File: src/rtl/serload_pkg.sv
package serload_pkg;
    localparam int WORD_W = 18;
    localparam int DATA_W = WORD_W - 1;
    localparam int REF_W  = 10;
    localparam int LCK_W  = 2;
    localparam int OPT_W  = 3;
    localparam int A_W    = 5;
    localparam int B_W    = 10;
    localparam int PD_W   = 2;

    typedef struct packed {
        logic [OPT_W-1:0] opt;
        logic             cp_tri;
        logic [LCK_W-1:0] lock_sel;
        logic             pfd_pol;
        logic [REF_W-1:0] ref_cnt;
    } rreg_t;

    typedef struct packed {
        logic [PD_W-1:0] pd;
        logic [B_W-1:0]  b_cnt;
        logic [A_W-1:0]  a_cnt;
    } nreg_t;

    typedef enum logic [1:0] {
        ST_IDLE = 2'd0,
        ST_LOAD = 2'd1,
        ST_HOLD = 2'd2
    } ld_state_e;
endpackage

File: src/rtl/sl_sync.sv
module sl_sync #(
    parameter int N_BITS = 3,
    parameter int STAGES = 2
) (
    input  logic              clk,
    input  logic              rst_n,
    input  logic [N_BITS-1:0] d_async,
    output logic [N_BITS-1:0] d_sync
);
    logic [N_BITS-1:0] chain [STAGES];

    genvar g;
    generate
        for (g = 0; g < STAGES; g++) begin : g_stage
            always_ff @(posedge clk or negedge rst_n) begin
                if (!rst_n)
                    chain[g] <= '0;
                else if (g == 0)
                    chain[g] <= d_async;
                else
                    chain[g] <= chain[(g == 0) ? 0 : g - 1];
            end
        end
    endgenerate

    assign d_sync = chain[STAGES-1];
endmodule

File: src/rtl/sl_shift.sv
module sl_shift #(
    parameter int WORD_W = 18
) (
    input  logic              clk,
    input  logic              rst_n,
    input  logic              sclk_s,
    input  logic              sdat_s,
    output logic [WORD_W-1:0] word
);
    logic sclk_q;
    logic sclk_rise;

    assign sclk_rise = sclk_s & ~sclk_q;

    always_ff @(posedge clk or negedge rst_n) begin
        if (!rst_n) begin
            sclk_q <= 1'b0;
            word   <= '0;
        end else begin
            sclk_q <= sclk_s;
            if (sclk_rise)
                word <= {word[WORD_W-2:0], sdat_s};
        end
    end
endmodule

File: src/rtl/sl_ctrl.sv
module sl_ctrl
    import serload_pkg::*;
(
    input  logic clk,
    input  logic rst_n,
    input  logic le_s,
    output logic commit
);
    ld_state_e state, state_nx;

    always_ff @(posedge clk or negedge rst_n) begin
        if (!rst_n)
            state <= ST_HOLD;
        else
            state <= state_nx;
    end

    always_comb begin
        state_nx = state;
        unique case (state)
            ST_IDLE: if (le_s)  state_nx = ST_LOAD;
            ST_LOAD:            state_nx = ST_HOLD;
            ST_HOLD: if (!le_s) state_nx = ST_IDLE;
            default:            state_nx = ST_HOLD;
        endcase
    end

    always_comb begin
        commit = 1'b0;
        unique case (state)
            ST_LOAD: commit = 1'b1;
            default: commit = 1'b0;
        endcase
    end
endmodule

File: src/rtl/serial_reg_loader.sv
module serial_reg_loader
    import serload_pkg::*;
#(
    parameter int SYNC_STAGES = 2
) (
    input  logic             clk,
    input  logic             rst_n,
    input  logic             ser_clk,
    input  logic             ser_data,
    input  logic             ser_latch,
    output logic [REF_W-1:0] ref_count,
    output logic             pfd_pol,
    output logic [LCK_W-1:0] lock_sel,
    output logic [OPT_W-1:0] r_option,
    output logic             cp_tristate,
    output logic [A_W-1:0]   a_count,
    output logic [B_W-1:0]   b_count,
    output logic [PD_W-1:0]  pwrdn_mode
);
    logic [2:0]        wires_s;
    logic [WORD_W-1:0] shift_word;
    logic              commit;
    rreg_t             r_q;
    nreg_t             n_q;

    sl_sync #(.N_BITS(3), .STAGES(SYNC_STAGES)) u_sync (
        .clk     (clk),
        .rst_n   (rst_n),
        .d_async ({ser_latch, ser_data, ser_clk}),
        .d_sync  (wires_s)
    );

    sl_shift #(.WORD_W(WORD_W)) u_shift (
        .clk    (clk),
        .rst_n  (rst_n),
        .sclk_s (wires_s[0]),
        .sdat_s (wires_s[1]),
        .word   (shift_word)
    );

    sl_ctrl u_ctrl (
        .clk    (clk),
        .rst_n  (rst_n),
        .le_s   (wires_s[2]),
        .commit (commit)
    );

    always_ff @(posedge clk or negedge rst_n) begin
        if (!rst_n) begin
            r_q <= '0;
            n_q <= '0;
        end else if (commit) begin
            if (shift_word[0])
                r_q <= rreg_t'(shift_word[WORD_W-1:1]);
            else
                n_q <= nreg_t'(shift_word[WORD_W-1:1]);
        end
    end

    assign ref_count   = r_q.ref_cnt;
    assign pfd_pol     = r_q.pfd_pol;
    assign lock_sel    = r_q.lock_sel;
    assign r_option    = r_q.opt;
    assign cp_tristate = r_q.cp_tri;
    assign a_count     = n_q.a_cnt;
    assign b_count     = n_q.b_cnt;
    assign pwrdn_mode  = n_q.pd;
endmodule

File: config.mk
export PLATFORM = sky130hd
export DESIGN_NAME = serial_reg_loader
export DESIGN_NICKNAME = d
export VERILOG_FILES = /design/src/rtl/serload_pkg.sv /design/src/rtl/sl_sync.sv /design/src/rtl/sl_shift.sv /design/src/rtl/sl_ctrl.sv /design/src/rtl/serial_reg_loader.sv
export SDC_FILE = /design/constraint.sdc
export NUM_CORES = 1
export LEC_CHECK = 0
export BUFFER_PORTS_ARGS = -buffer_cell sky130_fd_sc_hd__buf_4
export CORE_MARGIN = 2
export CORE_UTILIZATION = 54
export CTS_CLUSTER_SIZE = 24
export DETAILED_ROUTE_END_ITERATION = 8
export GPL_ROUTABILITY_DRIVEN = 0
export PLACE_DENSITY = 0.75
export SLEW_MARGIN = 15
export SYNTH_ARGS = -nofsm -noshare
export SYNTH_HDL_FRONTEND = slang
export SYNTH_SLANG_ARGS = --single-unit
File: constraint.sdc
create_clock -name clk -period 1.8 [get_ports clk]
set_input_delay 0.54 -clock clk [delete_from_list [all_inputs] [get_ports clk]]
set_output_delay 0.54 -clock clk [all_outputs]
set_load 0.02 [all_outputs]
==> results_dict.tcl, run 1 <==
set metrics [dict create \
    yosys_register_bits 61 \
    grt_antenna_before_repair 0 \
    netlist_top_cells_area "sky130_fd_sc_hd__dfrtp_1 (68%), sky130_fd_sc_hd__mux2_2 (27%), sky130_fd_sc_hd__dfstp_2 (1.2%), sky130_fd_sc_hd__nor3b_4 (0.85%), sky130_fd_sc_hd__clkbuf_8 (0.63%)" \
    clkLatencyLatePin_ns 0.33 \
    drt_first_pass_iters 4 \
    clockBufferDepth 2 \
    setup-tns-final_ns 0 \
    min_path_type "primary input to async pin" \
    post_drt_wl_per_cell_um 15.5 \
    synth_top_cells_by_count "sky130_fd_sc_hd__dfrtp_1 (60), sky130_fd_sc_hd__mux2_2 (52), sky130_fd_sc_hd__buf_2 (2)" \
    worst-slew-pin-transition_ns 0.471 \
    numCtsBuffers 9 \
    timing.final.crit_period_ns 1.48 \
    critical_path.startpoint_type "flip-flop" \
    fillers 260 \
    postSynthCellCount 122 \
    layout_worst_path_cycle_share_pct 82.2 \
    placed_area_sq_um 2570 \
    gr-usage-all-layers_pct 18.7 \
    synth.largest_area_cell "sky130_fd_sc_hd__dfrtp_1" \
    areaGrowthSynthToFinish_pct 23.8 \
    peak_supply_drop_mv 0.989 \
    number_of_setup_buffers_added_after_cts 0 \
    cts_hold_repair.buffers 0 \
    register_area_sq_um 1530 \
    fp.dieH_um 67.8 \
    outcome "complete, no violations" \
    multi_input_comb_area_sq_um 641 \
    leftover_overflow_at_the_end_of_global_routing 0 \
    num_io_pins 39 \
    area_of_the_mapped_netlist_sq_um 2200 \
    critPathArrivalTime_ns 1.69 \
    critical_path.endpoint_type "flip-flop" \
    num-nets-final 177 \
    vias 1165 \
    pin_count_of_the_biggest_net_entering_global_routing 33 \
    synth_ff_type "sky130_fd_sc_hd__dfrtp_1" \
    grt_pass1_wl_um 5930 \
    cap_viol_max_count 0 \
    async_flop_share_pct 100 \
    synth_edf_count 0 \
    mappedNetlistNets 127 \
    grt_pass1_vias 1271 \
    cts.root.buffer_cell "sky130_fd_sc_hd__clkbuf_8" \
    drc_violation_total_after_the_first_tritonroute_iteration 49 \
    die_w_um 67.8 \
    final_cell_area_sq_um 2730 \
    synth_seq_area_share_pct 69.4 \
    drt-total-wl_um 3500 \
    die-area_sq_um 4600 \
    fmax_mhz 676 \
    cts.clk_slew.worst_paths_ns 0.06 \
    cell_row_count 23 \
    clock-sinks 61 \
    clock_tree.htree_level_count 3 \
    worst-setup-path-type "flip-flop to flip-flop" \
    power.leakage_nw 1.35 \
    avgViaCountPerCell 5.15 \
    worst_endpoint_required_time_ns 2.01 \
    start_util_pct 55.4 \
    most_frequent_cell_after_synthesis "sky130_fd_sc_hd__dfrtp_1" \
    antenna_violating_nets_post_route 0 \
    total_power_density_per_cell_area_nw_per_um2 1640 \
    design.core.area_sq_um 3970 \
    rsz0062_at_grt "false" \
    drc 0 \
    hold_violations_final 0 \
    drive_above_1_share_pct 63.6 \
    post_cts_resized 0 \
    syn_avg_cell_area_sq_um 18.0 \
    count_of_antenna_diodes_in_the_layout 0 \
    tritoncts "built" \
    synthDistinctLibCells 11 \
    clock-skew-final_ns 0.00644 \
    yosys_warns 0 \
    finalSetupViolations 0 \
    synth_largest_type_area_fraction_pct 68.2 \
    critical_path_peak_fanout 17 \
    relSlewSlack_pct 68.4 \
    numPortBuffers 38 \
    maxSlewViolCount 0 \
    dpl_hpwl_um 2430 \
]
==> through the flow <==
stage | util [%] | std cells | setup WS, ns | power [W] | hold WS [ns]
after floorplan | - | 122 | 0.403 | 0.00289 | 0.244
after global placement | 64.6 | 211 | 0.350 | 0.00346 | 0.335
after detailed placement | 64.6 | 211 | 0.312 | 0.00353 | 0.335
after CTS | 68.6 | 226 | 0.311 | 0.00453 | 0.147
after global routing | 68.6 | 226 | 0.266 | 0.00474 | 0.158
final | 68.6 | 226 | 0.320 | 0.00447 | 0.146
==> metal layers <==
| metal | vias up | global-route usage, % | routed length (um) |
|---|---|---|---|
| li1 | 531 | - | - |
| met1 | 591 | 22.5 | 1500 |
| met2 | 33 | 29.0 | 1720 |
| met3 | 10 | 7.24 | 200 |
| met4 | 0 | 10.5 | 76 |
| met5 | - | 0 | 0 |
==> worst paths after layout <==
kind | startpoint | to | slack, ns | depth (start not counted)
worst max-delay path | u_ctrl.state[1]$_DFFE_PN1P_ | ref_count[2]$_DFFE_PN0P_ | 0.32 | 2
worst min-delay path | rst_n | ref_count[4]$_DFFE_PN0P_ | 0.15 | 1
worst max register to register | u_ctrl.state[1]$_DFFE_PN1P_ | ref_count[2]$_DFFE_PN0P_ | 0.32 | 2
worst min register to register | u_sync.chain[3]$_DFF_PN0_ | u_sync.d_sync[0]$_DFF_PN0_ | 0.35 | 0
max in group asynchronous | rst_n | u_ctrl.state[1]$_DFFE_PN1P_ | 1.09 | 2
min in group clk | ser_clk | u_sync.chain[3]$_DFF_PN0_ | 0.32 | 1
==> report_power, final <==
group	switching, W	leakage, nW	internal [W]
combinational	0.000626	0.495	0.000721
clock	0.000465	0.0833	0.000526
sequential	0.000307	0.776	0.00182
total	0.00140	1.35	0.00307
==> registers in the layout (all words and copies together), names as in the netlist, 2 cells and up <==
name,cells
ref_count,10
u_shift.word,18
lock_sel,2
r_option,3
u_ctrl.state,2
a_count,5
pwrdn_mode,2
b_count,10
u_sync.d_sync,3
u_sync.chain,3
==> worst max-delay path: stages, from the launching register on <==
cell	delay [ns]
sky130_fd_sc_hd__dfstp_2	0.57
sky130_fd_sc_hd__nand3b_2	0.40
sky130_fd_sc_hd__mux2_2	0.39
==> final cells by class <==
cell class / instances / area share [%]
clock buffers: 13 / 5.46
well taps: 50 / 2.30
clock inverters: 2 / 0.367
flip-flops and latches: 61 / 56.1
multi-input cells: 57 / 23.5
repair buffers: 43 / 12.3
==> cell usage in the layout, fill, tap and decap left out, drive strengths merged <==
cell,instances
nor2b,1
a21o,1
nand3b,1
mux2,52
nor3b,2
buf,43
dfrtp,60
dfstp,1
clkbuf,13
clkinv,2
==> logic make-up after synthesis <==
| group | Yosys count | synth area share, % |
|---|---|---|
| flip-flops | 61 | 69.4 |
| multiplexers | 52 | 26.6 |
| AND/OR/NAND/NOR | 4 | 1.99 |
| buffers and inverters | 4 | 1.59 |
| AO/OA/AOI/OAI | 1 | 0.398 |
Note: power is estimated with default switching activity, not from simulation.
==> run 2, diff against run 1 <==
ABC_AREA = 1   (was not set)
CORE_UTILIZATION = 55   (was 54)
PLACE_DENSITY = 0.76   (was 0.75)
clock period = 1.4 ns   (was 1.8 ns; I/O delays follow)
==> run 2 against run 1 <==
Against the previous run:
- flip-flop and latch count is the same
- clock skew hardly changed
- utilization increased by 2.2 points
- final area grew 6.2%
- wire length grew 42%
- non-clock buffer count is 5 higher
- global-route usage up 4.6 points
- synthesized cell count up 98%
- clock-buffer cell count is the same
- hold slack better by 0.045 ns
==> results_dict.tcl, run 2 <==
set metrics [dict create \
    outcome "complete, no violations" \
    slowest_library_cell_on_the_worst_path "sky130_fd_sc_hd__dfrtp_1" \
    dpl_worst_slack_ns 0.206 \
    area_of_the_mapped_netlist_sq_um 2390 \
    power.leakage_nw 1.60 \
    fmax_mhz 762 \
    drt_first_pass_iters 4 \
    synth_edf_count 0 \
    clock_tree.htree_level_count 3 \
    count_of_antenna_diodes_in_the_layout 0 \
    relSlewSlack_pct 76.0 \
    placed_area_sq_um 2730 \
    critical_path.cell_chain "buf_4" \
    number_of_setup_buffers_added_after_cts 0 \
    synth_largest_type_area_fraction_pct 62.9 \
    mappedNetlistNets 246 \
    placedCellCount 322 \
    most_frequent_cell_after_synthesis "sky130_fd_sc_hd__nand2_1" \
    die-area_sq_um 4880 \
    antenna_violating_nets_post_route 0 \
    layout_setup_ws_ns 0.0883 \
    cts.root.buffer_cell "sky130_fd_sc_hd__clkbuf_8" \
    post_drt_wl_per_cell_um 14.7 \
    numCtsBuffers 9 \
    cts.clk_slew.worst_paths_ns 0.06 \
    grt_antenna_before_repair 0 \
    worst-path-buf-inv 1 \
    timing.critical_path.max_delay_family "flip-flops" \
    finish.cell_count_without_fillers 338 \
    drc_violation_total_after_the_first_tritonroute_iteration 160 \
    peak_supply_drop_mv 1.07 \
    syn_avg_cell_area_sq_um 9.91 \
    num_io_pins 39 \
    post_cts_resized 0 \
    worst-slew-pin-transition_ns 0.359 \
    cell_row_count 23 \
    timing.final.crit_period_ns 1.31 \
    drt-total-wl_um 4970 \
    critical_path.startpoint_type "flip-flop" \
    worst_endpoint_required_time_ns 0.98 \
    avgViaCountPerCell 5.44 \
    drive_above_1_share_pct 22.9 \
    start_util_pct 58.4 \
    pin_count_of_the_biggest_net_entering_global_routing 27 \
    gr-usage-all-layers_pct 23.4 \
    synth_seq_area_share_pct 64.0 \
    tritoncts "built" \
    design.core.area_sq_um 4090 \
    maxSlewViolCount 0 \
    final_cell_area_sq_um 2900 \
    synth_top_cells_by_count "sky130_fd_sc_hd__nand2_1 (103), sky130_fd_sc_hd__dfrtp_1 (60), sky130_fd_sc_hd__nand4_1 (34)" \
    crit_path_largest_cell_delay_ns 0.39 \
    clock-skew-final_ns 0.00611 \
    finalSetupViolations 0 \
    critPathArrivalTime_ns 0.89 \
    critical_path.endpoint_type "primary output" \
    die_w_um 69.9 \
    num-nets-final 289 \
    synthDistinctLibCells 16 \
    clockBufferDepth 2 \
    fillers 329 \
    hold_violations_final 0 \
    most-common-layout-cells "sky130_fd_sc_hd__nand2_1 (103), sky130_fd_sc_hd__dfrtp_1 (60), sky130_fd_sc_hd__buf_4 (45), sky130_fd_sc_hd__nand4_1 (34), sky130_fd_sc_hd__nand3_1 (17)" \
    largest_register "u_shift.word" \
    drc 0 \
    critical_path_peak_fanout 2 \
    total_power_density_per_cell_area_nw_per_um2 1730 \
    postSynthCellCount 241 \
    grt_pass1_vias 1749 \
    clock-sinks 61 \
    clkLatencyLatePin_ns 0.33 \
    synth_ff_type "sky130_fd_sc_hd__dfrtp_1" \
    rsz0062_at_grt "false" \
    final_common_cell "sky130_fd_sc_hd__nand2_1" \
    vias 1838 \
    leftover_overflow_at_the_end_of_global_routing 0 \
    numPortBuffers 38 \
    yosys_warns 0 \
    areaGrowthSynthToFinish_pct 21.3 \
    worst-setup-path-type "flip-flop to primary output" \
    fp.dieH_um 69.9 \
    yosys_register_bits 61 \
    setup-tns-final_ns 0 \
    dpl_hpwl_um 3270 \
    netlist_top_cells_area "sky130_fd_sc_hd__dfrtp_1 (63%), sky130_fd_sc_hd__nand2_1 (16%), sky130_fd_sc_hd__nand4_1 (8.9%), sky130_fd_sc_hd__nand3_1 (3.6%), sky130_fd_sc_hd__buf_2 (1.9%)" \
    async_flop_share_pct 100 \
    grt_pass1_wl_um 8680 \
    min_path_type "primary input to flip-flop" \
    layout_worst_path_cycle_share_pct 93.7 \
    largest_register_ffs 18 \
    cap_viol_max_count 0 \
    synth.largest_area_cell "sky130_fd_sc_hd__dfrtp_1" \
]
-- run 2: cell count changes in the layout (fill, tap and decap cells not counted), moves of 2 or more --
cell	previous run	this run
sky130_fd_sc_hd__nand3_4	0	2
sky130_fd_sc_hd__nand4_1	0	34
sky130_fd_sc_hd__nand3_1	0	17
sky130_fd_sc_hd__buf_4	42	45
sky130_fd_sc_hd__nand2_1	0	103
sky130_fd_sc_hd__mux2_2	52	0
sky130_fd_sc_hd__inv_2	0	3
-- run 2: logic make-up (layout without fill, tap and decap cells) --
kind of cell / count (synthesis) / after routing / share of synthesized area, %
AND/OR/NAND/NOR: 158 / 158 / 30.6
AO/OA/AOI/OAI: 2 / 2 / 0.524
buffers and inverters: 20 / 67 / 4.87
flip-flops: 61 / 61 / 64.0
-- run 2: what timing repair did --
item / 4_1_cts / 5_1_grt
hold buffers: 1 / 0
setup endpoints to repair: 0 / 0
hold endpoints to repair: 22 / 0
-- run 2: final cells by class --
| cell class | instances | area [sq um] | area share, % |
|---|---|---|---|
| Tap cell | 50 | 62.6 | 2.16 |
| Clock inverter | 2 | 10.0 | 0.346 |
| Inverter | 4 | 15.0 | 0.519 |
| Timing Repair Buffer | 48 | 388 | 13.4 |
| Multi-Input combinational cell | 160 | 743 | 25.7 |
| Clock buffer | 13 | 149 | 5.14 |
| Sequential cell | 61 | 1530 | 52.8 |
-- run 2: routing by layer --
metal | global-route usage (%) | wire length, um
met1 | 34.3 | 2270
met5 | 0 | 0
met4 | 13.9 | 142
met3 | 5.05 | 379
met2 | 32.1 | 2180
-- run 2: path summary, 6_finish.rpt --
path	start	endpoint	slack [ns]	cells past startpoint
min	ser_latch	u_sync.chain[5]$_DFF_PN0_	0.19	1
max reg2reg	u_ctrl.state[1]$_DFFE_PN1P_	ref_count[6]$_DFFE_PN0P_	0.19	4
min in group asynchronous	rst_n	a_count[3]$_DFFE_PN0P_	0.53	2
max in group asynchronous	rst_n	ref_count[6]$_DFFE_PN0P_	0.38	3
min reg2reg	u_sync.chain[5]$_DFF_PN0_	u_sync.d_sync[2]$_DFF_PN0_	0.35	0
max	b_count[9]$_DFFE_PN0P_	b_count[9]	0.09	1
-- run 2: per-stage QoR --
| step | power [W] | util (%) | hold WS, ns |
|---|---|---|---|
| 5_1_grt | 0.00530 | 70.9 | 0.179 |
| 4_1_cts | 0.00504 | 70.9 | 0.176 |
| 3_5_place_dp | 0.00374 | 66.7 | 0.335 |
| 6_report | 0.00500 | 70.9 | 0.191 |
| 2_1_floorplan | 0.00315 | - | 0.124 |
| 3_3_place_gp | 0.00370 | 66.7 | 0.333 |
-- run 2: where the power goes --
group	internal (W)	switching (W)
clock network	0.000676	0.000625
registers	0.00212	0.000261
logic	0.000518	0.000804
